## src/rtl/wpt_pkg.sv

```systemverilog
package wpt_pkg;
  // Control field layout: bit0 enable, bit1 data mode, bit2 loads, bit3 stores
  typedef struct packed {
    logic chk_st;
    logic chk_ld;
    logic on_data;
    logic enable;
  } wpt_ctl_t;

  localparam logic [1:0] SEL_CMP = 2'd0;
  localparam logic [1:0] SEL_MSK = 2'd1;
  localparam logic [1:0] SEL_CTL = 2'd2;
endpackage

```

## src/rtl/wpt_cfg_bank.sv

```systemverilog
module wpt_cfg_bank
  import wpt_pkg::*;
#(
  parameter int N  = 4,
  parameter int VW = 32,
  localparam int IW = (N > 1) ? $clog2(N) : 1
) (
  input  logic                   clk_i,
  input  logic                   rst_i,
  input  logic                   we_i,
  input  logic [IW-1:0]          idx_i,
  input  logic [1:0]             sel_i,
  input  logic [VW-1:0]          wdata_i,
  output logic [N-1:0][VW-1:0]   cmp_o,
  output logic [N-1:0][VW-1:0]   msk_o,
  output wpt_ctl_t [N-1:0]       ctl_o
);
  for (genvar g = 0; g < N; g++) begin : g_ent
    logic hit_w;
    assign hit_w = we_i && (idx_i == IW'(g));
    always_ff @(posedge clk_i) begin
      if (rst_i) begin
        cmp_o[g] <= '0;
        msk_o[g] <= '0;
        ctl_o[g] <= '0;
      end else if (hit_w) begin
        if (sel_i == SEL_CMP) cmp_o[g] <= wdata_i;
        if (sel_i == SEL_MSK) msk_o[g] <= wdata_i;
        if (sel_i == SEL_CTL) ctl_o[g] <= wpt_ctl_t'(wdata_i[3:0]);
      end
    end
  end

  // configuration only moves on a write strobe
  p_cfg_hold_r8: assert property (@(posedge clk_i) disable iff (rst_i)
    !$past(we_i) |-> ($stable(ctl_o) && $stable(msk_o) && $stable(cmp_o)))
    else $error("config changed without write");
endmodule

```

## src/rtl/wpt_cmp.sv

```systemverilog
module wpt_cmp
  import wpt_pkg::*;
#(
  parameter int AW = 32,
  parameter int DW = 32,
  parameter int VW = 32
) (
  input  logic          clk_i,
  input  logic          rst_i,
  input  logic          acc_valid_i,
  input  logic          acc_store_i,
  input  logic [AW-1:0] acc_addr_i,
  input  logic [DW-1:0] acc_data_i,
  input  logic [VW-1:0] cmp_i,
  input  logic [VW-1:0] msk_i,
  input  wpt_ctl_t      ctl_i,
  output logic          hit_o
);
  logic [VW-1:0] opnd_w;
  logic          kind_ok_w;
  logic          eq_w;

  assign opnd_w    = ctl_i.on_data ? VW'(acc_data_i) : VW'(acc_addr_i);
  assign kind_ok_w = acc_store_i ? ctl_i.chk_st : ctl_i.chk_ld;
  assign eq_w      = (((opnd_w ^ cmp_i) & msk_i) == '0);
  assign hit_o     = acc_valid_i && ctl_i.enable && kind_ok_w && eq_w;

  // a disabled entry stays silent
  p_off_silent_r5: assert property (@(posedge clk_i) disable iff (rst_i)
    !ctl_i.enable |-> !hit_o) else $error("disabled entry hit");
  // access kind must be qualified by the entry
  p_kind_qual_r4: assert property (@(posedge clk_i) disable iff (rst_i)
    hit_o |-> (acc_store_i ? ctl_i.chk_st : ctl_i.chk_ld)) else $error("kind");
endmodule

```

## src/rtl/wpt_prio.sv

```systemverilog
module wpt_prio #(
  parameter int N = 4,
  localparam int IW = (N > 1) ? $clog2(N) : 1
) (
  input  logic          clk_i,
  input  logic          rst_i,
  input  logic [N-1:0]  hit_i,
  output logic          trap_req_o,
  output logic [IW-1:0] trap_idx_o
);
  logic [IW-1:0] low_w;

  always_comb begin
    low_w = '0;
    for (int i = N - 1; i >= 0; i--) begin
      if (hit_i[i]) low_w = IW'(i);
    end
  end

  always_ff @(posedge clk_i) begin
    if (rst_i) begin
      trap_req_o <= 1'b0;
      trap_idx_o <= '0;
    end else begin
      trap_req_o <= |hit_i;
      trap_idx_o <= (|hit_i) ? low_w : '0;
    end
  end

  // reported entry did hit, and no lower entry hit
  p_lowest_r6: assert property (@(posedge clk_i) disable iff (rst_i)
    trap_req_o |-> ((($past(hit_i) >> trap_idx_o) & N'(1)) != '0) &&
                   (($past(hit_i) & ((N'(1) << trap_idx_o) - N'(1))) == '0))
    else $error("priority");
endmodule

```

## src/rtl/wpt_unit.sv

```systemverilog
module wpt_unit
  import wpt_pkg::*;
#(
  parameter int N  = 4,
  parameter int AW = 32,
  parameter int DW = 32,
  localparam int VW = (AW > DW) ? AW : DW,
  localparam int IW = (N > 1) ? $clog2(N) : 1
) (
  input  logic          clk,
  input  logic          rst,
  input  logic          cfg_we,
  input  logic [IW-1:0] cfg_idx,
  input  logic [1:0]    cfg_sel,
  input  logic [VW-1:0] cfg_wdata,
  input  logic          acc_valid,
  input  logic          acc_store,
  input  logic [AW-1:0] acc_addr,
  input  logic [DW-1:0] acc_data,
  output logic          trap_req,
  output logic [IW-1:0] trap_idx
);
  logic [N-1:0][VW-1:0] cmp_w;
  logic [N-1:0][VW-1:0] msk_w;
  wpt_ctl_t [N-1:0]     ctl_w;
  logic [N-1:0]         hit_w;

  wpt_cfg_bank #(.N(N), .VW(VW)) u_cfg (
    .clk_i(clk), .rst_i(rst), .we_i(cfg_we), .idx_i(cfg_idx),
    .sel_i(cfg_sel), .wdata_i(cfg_wdata),
    .cmp_o(cmp_w), .msk_o(msk_w), .ctl_o(ctl_w)
  );

  for (genvar g = 0; g < N; g++) begin : g_cmp
    wpt_cmp #(.AW(AW), .DW(DW), .VW(VW)) u_cmp (
      .clk_i(clk), .rst_i(rst),
      .acc_valid_i(acc_valid), .acc_store_i(acc_store),
      .acc_addr_i(acc_addr), .acc_data_i(acc_data),
      .cmp_i(cmp_w[g]), .msk_i(msk_w[g]), .ctl_i(ctl_w[g]),
      .hit_o(hit_w[g])
    );
  end

  wpt_prio #(.N(N)) u_prio (
    .clk_i(clk), .rst_i(rst), .hit_i(hit_w),
    .trap_req_o(trap_req), .trap_idx_o(trap_idx)
  );

  // a request always follows a valid access
  p_req_after_acc_r7: assert property (@(posedge clk) disable iff (rst)
    trap_req |-> $past(acc_valid)) else $error("request without access");
  // index is zero while idle
  p_idle_idx_r6: assert property (@(posedge clk) disable iff (rst)
    !trap_req |-> (trap_idx == '0)) else $error("idle index");
endmodule

```

## config.mk

```make
export PLATFORM = sky130hd
export DESIGN_NAME = wpt_unit
export DESIGN_NICKNAME = d
export VERILOG_FILES = /design/src/rtl/wpt_pkg.sv /design/src/rtl/wpt_cfg_bank.sv /design/src/rtl/wpt_cmp.sv /design/src/rtl/wpt_prio.sv /design/src/rtl/wpt_unit.sv
export SDC_FILE = /design/constraint.sdc
export NUM_CORES = 1
export LEC_CHECK = 0
export ABC_CLOCK_PERIOD_IN_PS = 2890
export CELL_PAD_IN_SITES_DETAIL_PLACEMENT = 0
export CELL_PAD_IN_SITES_GLOBAL_PLACEMENT = 1
export CORE_ASPECT_RATIO = 0.9
export CORE_MARGIN = 3
export CORE_UTILIZATION = 45
export CTS_BUF_LIST = sky130_fd_sc_hd__clkbuf_2 sky130_fd_sc_hd__clkbuf_4 sky130_fd_sc_hd__clkbuf_8
export DETAILED_ROUTE_END_ITERATION = 8
export PLACE_DENSITY_LB_ADDON = 0.12
export SETUP_SLACK_MARGIN = 0.2
export SLEW_MARGIN = 15
export SYNTH_ARGS = -nofsm -noshare
export SYNTH_HDL_FRONTEND = slang
export SYNTH_SLANG_ARGS = --single-unit
```

## constraint.sdc

```tcl
create_clock -name clk -period 2.89 [get_ports clk]
set_clock_uncertainty 0.1 [all_clocks]
set_input_delay 0.867 -clock clk [delete_from_list [all_inputs] [get_ports clk]]
set_output_delay 0.867 -clock clk [all_outputs]
set_load 0.01 [all_outputs]
```

After elaboration in Yosys (flattened, before gate mapping)
Index checks and enable logic that the tools add are counted.
Cells by class
  equal/unequal tests: 5
  muxes and demuxes: 11
  bitwise gates (word level): 9
  reduce and logical (&&, ||, !) cells: 37
Operators by type and width (count)
  bitwise AND 32 bit: 4
  zero test 32 bit: 4
  2-to-1 mux 32 bit: 4
  XOR 32 bit: 4
  AND reduction 2 bit: 12
  logical AND 1 bit: 16
  OR reduction 4 bit: 2
  equality test 2 bit (second input constant): 3
  2-to-1 mux 1 bit: 5
  equality test 2 x 1 -> 1 bit (second input constant): 2
  zero test 2 bit: 2
  2-to-1 mux 2 bit: 2
  OR reduction 3 bit: 1
  inverter 1 bit: 1
Storage, ports and cells
  register bits: 275
  bits of input ports: 105
  output and inout bits: 3
  word-level logic and storage cells: 89

Depth between registers and ports, before layout
  depth after elaboration: 8
  depth in mapped cells: 10
  gate-level depth less buffers: 8

Hierarchy
Synthesis repeated with hierarchy kept, for this count alone.
Unflattened totals
  cells, all modules: 1328
  area, all modules: 14091.0 µm²
Modules (own cells, without submodules)
  wpt_cfg_bank: times used 1, cells an instance 958, area an instance 10590.2 µm², sequential area each 5445.2 µm²
  wpt_cmp: times used 4, cells an instance 90, area an instance 849.6 µm², sequential area each 0.0 µm²
  wpt_prio: times used 1, cells an instance 10, area an instance 102.6 µm², sequential area each 60.1 µm²

Worst setup path before layout
No wires, ideal clock.
  path type: input port to flip-flop
  start: in acc_data[14]
  end: reg u_prio.trap_idx_o[0]
  library setup time: 70 ps
  data arrival time: 2391 ps
  data required time: 2720 ps
  setup slack: 329 ps
  cell stages on the path: 8
  path buffers: 0
  cells stage by stage: mux2i_1 xnor2_1 a22o_1 a221oi_1 nand4_1 or4_4 nand2b_1 a21boi_1
Between the ends
  cells in the longest elaborated chain, start to end: 8
  elaborated cells on any way between the ends: 26
  those cells by class: 7 x mux; 9 x bitwise; 10 x reduce/logical
Ends and longest elaborated chain
  start, declared: RTL line wpt_unit.sv:19  | input logic [DW-1:0] acc_data,
  2-to-1 mux 32 bit: RTL line wpt_cmp.sv:23  | assign opnd_w = ctl_i.on_data ? VW'(acc_data_i) : VW'(acc_addr_i);
  XOR 32 bit: RTL line wpt_cmp.sv:25  | assign eq_w = (((opnd_w ^ cmp_i) & msk_i) == '0);
  bitwise AND 32 bit: RTL line wpt_cmp.sv:25
  zero test 32 bit: RTL line wpt_cmp.sv:25
  logical AND 1 bit: RTL line wpt_cmp.sv:26  | assign hit_o = acc_valid_i && ctl_i.enable && kind_ok_w && eq_w;
  OR reduction 4 bit or 2-to-1 mux 2 bit (tied branches): RTL line wpt_prio.sv:26, wpt_prio.sv:16
  inverter 1 bit (no line) or 2-to-1 mux 2 bit (tied branches)
  OR reduction 3 bit (no line) or 2-to-1 mux 1 bit (tied branches)
  end signal, assigned: RTL line wpt_prio.sv:26  | trap_idx_o <= (|hit_i) ? low_w : '0;
  end, declared: RTL line wpt_prio.sv:9  | output logic [IW-1:0] trap_idx_o
Several ways; a longest one is shown, not always the timed one.
A chain may end at the register's enable or synchronous reset.

Final worst setup path
  start: in acc_addr[10]
  end: reg u_prio.trap_idx_o[1]
Between the ends
  cells in the longest elaborated chain, start to end: 8
  elaborated cells on any way between the ends: 25
  those cells by class: 6 x mux; 9 x bitwise; 10 x reduce/logical
Ends and longest elaborated chain
  start, declared: RTL line wpt_unit.sv:18  | input logic [AW-1:0] acc_addr,
  2-to-1 mux 32 bit: RTL line wpt_cmp.sv:23
  XOR 32 bit: RTL line wpt_cmp.sv:25
  bitwise AND 32 bit: RTL line wpt_cmp.sv:25
  zero test 32 bit: RTL line wpt_cmp.sv:25
  logical AND 1 bit: RTL line wpt_cmp.sv:26
  OR reduction 4 bit: RTL line wpt_prio.sv:26
  inverter 1 bit (no line)
  OR reduction 4 bit (no line)
Several ways; a longest one is shown, not always the timed one.

==> impl_metrics.csv <==
group,metric,value,unit
outcome,status,"finished, final reports clean",
route,highest_layer,"met5",
synth,ys_ff_latch,275,
sta,finalHoldViolCount,0,
floorplanning,rows,57,
route,routedWlPerCell,23.2,um
sta,rsz0062_at_grt,"true",
synth,synthesis.nets,1696,
route,met2_length,22200,um
setup_path,cp-end-kind,"register",
route,drtIter0Drc,1192,
global_route,grt_max_degree,83,
clock_tree,cts_sinks,275,
sta,slew_headroom,0.459,
global_route,first_global_vias,11300,
synth,yosysSeqAreaShare,0.430,
setup_path,setup.worst_path.start,"acc_addr[10]",
route,num_vias,12100,
finish,nets,1863,
clock_tree,clk_pin_slew,0.06,ns
finish,area_growth,29.4,%
route,ant_nets,0,
place,dp_hpwl,33300,um
finish,finalCoreUtilization,0.602,
finish,final_cell_mix,"nand2_1 (523), dfxtp_1 (271), a21oi_1 (257)",
sta,drv_slew,0,
worst_hold_path,min_from,"u_cfg.msk_o[116]",
sta,fin_crit,2.76,ns
setup_path,crit_path_max_fanout,4,
global_route,grt_overflow,0,
route,wl_met3,4710,um
setup_path,cp_data_required_time,3.24,ns
global_route,antenna_found_initial,2,
setup_path,reg2reg_depth,13,
floorplanning,fp.coreArea,27500,um^2
clock_tree,clockBufferDepth,3,
clock_tree,htreeDepth,2,
clock_tree,hold_buffers,0,
worst_hold_path,hp-class,"register to register",
power_and_ir_drop,ir_worst_vdd,0.342,mV
floorplanning,die_w,184,um
setup_path,r2r-start,"u_cfg.ctl_o[1]",
clock_tree,clock_latency,0.57,ns
setup_path,arrival,3.10,ns
global_route,grt_pass1_wl,72700,um
synth,yosys_warnings,0,
sta,layout_worst_path_cycle_share,0.955,
flow_run,maxCapViolCount,0,
clock_tree,ctsRootBufferMaster,"clkbuf_8",
route,drc,0,
floorplanning,die_y,166,um
finish,layout-drive-gt1-share,0.167,
clock_tree,cts_tree,"yes",
route,m1WireLength,21400,um
place,placed_cells,2052,
sta,setup_viol_count_final,0,
finish,layoutNonFillerInstCount,2142,
floorplanning,ios,108,
finish,layout_commonest_cell,"nand2_1",
worst_hold_path,worstHoldPathCells,2,
setup_path,path_class,"input port to register",
sta,worst_pin_slew,0.809,ns
place,io_buffers,107,
global_route,track_usage,0.315,
route,vias_per_cell,5.64,
finish,insertedDiodeCount,0,
route,wirelength,49700,um
setup_path,startpoint_type,"input port",
synth,syn_area_per_cell,8.05,um^2
clock_tree,numCtsBuffers,46,
synth,syn_area,12800,um^2
synth,synth_cell_types,33,
floorplanning,dieArea,30500,um^2
place,finalWeightedCongestion,0.910,
sta,max_freq,362,MHz
floorplanning,initial_core_util,0.465,
power_and_ir_drop,p_leak,0.00559,uW
route,first_pass_iters,5,
synth,netlist_instances,1591,
power_and_ir_drop,power_density,505,nW/um^2
## report_power, final
| part | switching [uW] | internal [uW] | total [uW] |
|---|---|---|---|
| combinational | 547 | 418 | 965 |
| clock | 1590 | 1940 | 3530 |
| sequential | 32.1 | 3840 | 3870 |
## layout make-up
cell class / instances / area, um^2
fillers: 2473 / 10900
multi-input cells: 1185 / 7150
flip-flops and latches: 275 / 5510
repair buffers: 250 / 2560
clock buffers: 74 / 893
well taps: 354 / 443
clock inverters: 4 / 22.5
## critical path, stage by stage
cell	delay, ns
clkdlybuf4s50_1	0.52
mux2i_1	0.12
xnor2_1	0.17
a22oi_2	0.31
nand4_1	0.29
nor4_4	0.28
buf_4	0.16
nand3_4	0.08
nor2b_4	0.13
and3_4	0.19
## metal layers
layer | GRT usage | vias to the layer above
li1 | - | 5632
met1 | 0.451 | 5781
met2 | 0.483 | 568
met3 | 0.0602 | 92
met4 | 0.0904 | 4
met5 | 0 | -
## final timing paths
| check | to | slack, ns |
|---|---|---|
| worst min-delay path | u_cfg.msk_o[116] | 0.35 |
| worst min register to register | u_cfg.msk_o[116] | 0.35 |
| worst max register to register | u_prio.trap_idx_o[1] | 0.14 |
| worst max-delay path | u_prio.trap_idx_o[1] | 0.13 |
## sequential cells by signal (all words and copies together) (netlist names)
name               count
u_cfg.msk_o          128
u_cfg.cmp_o          128
u_cfg.ctl_o           16
u_prio.trap_req_o      1
u_prio.trap_idx_o      2
## synth_stat cells
master	n	area share
a2111oi_0	1	0.00068
a21boi_1	1	0.00059
a21oi_1	257	0.10
a221o_1	1	0.00078
a221oi_1	15	0.010
a222oi_1	2	0.0016
a22o_1	15	0.010
a22oi_1	27	0.016
a41oi_1	1	0.00068
and3_1	1	0.00049
buf_2	9	0.0035
buf_6	5	0.0044
buf_8	1	0.0012
clkbuf_1	88	0.026
clkbuf_2	28	0.011
dfxtp_1	275	0.43
mux2_2	4	0.0035
mux2i_1	144	0.11
nand2_1	524	0.15
nand2b_1	4	0.0020
nand3_1	11	0.0043
nand3b_1	1	0.00059
nand4_1	10	0.0049
nor2_1	23	0.0067
nor2b_1	3	0.0015
nor3_1	4	0.0016
nor3b_1	1	0.00059
nor4_1	3	0.0015
or2_2	1	0.00049
or3_1	1	0.00049
or4_1	1	0.00059
or4_4	1	0.00088
xnor2_1	128	0.088
## cells by family (layout without fill, tap and decap cells)
| group | Yosys count | in the layout | synth area share |
|---|---|---|---|
| AOI/OAI and AO/OA | 320 | 320 | 0.141 |
| and+or+nand+nor | 589 | 589 | 0.180 |
| DFF | 275 | 275 | 0.430 |
| xor gates and xnor gates | 128 | 128 | 0.0875 |
| buffers and inverters | 131 | 328 | 0.0458 |
| muxes | 148 | 148 | 0.116 |
## through the flow
step | cell area [um^2] | TNS, ns | hold slack (ns) | worst slack [ns] | power, uW
after floorplan | 12800 | 0 | 0.334 | 0.329 | 4360
after global placement | 15100 | -1.69 | 0.341 | -0.594 | 4850
after detailed placement | 15100 | -1.77 | 0.346 | -0.646 | 4850
after CTS | 16400 | 0 | 0.354 | 0.182 | 8370
after global routing | 16600 | 0 | 0.372 | 0.0921 | 8640
final | 16600 | 0 | 0.354 | 0.131 | 8370
## repair_timing
action                     4_1_cts  5_1_grt
gates resized for setup         74       47
pin swaps                       11       18
setup endpoints to repair        3        3
cloned                           2        0
setup buffers                    6        4
No activity file was read; power rests on OpenSTA's default activity.
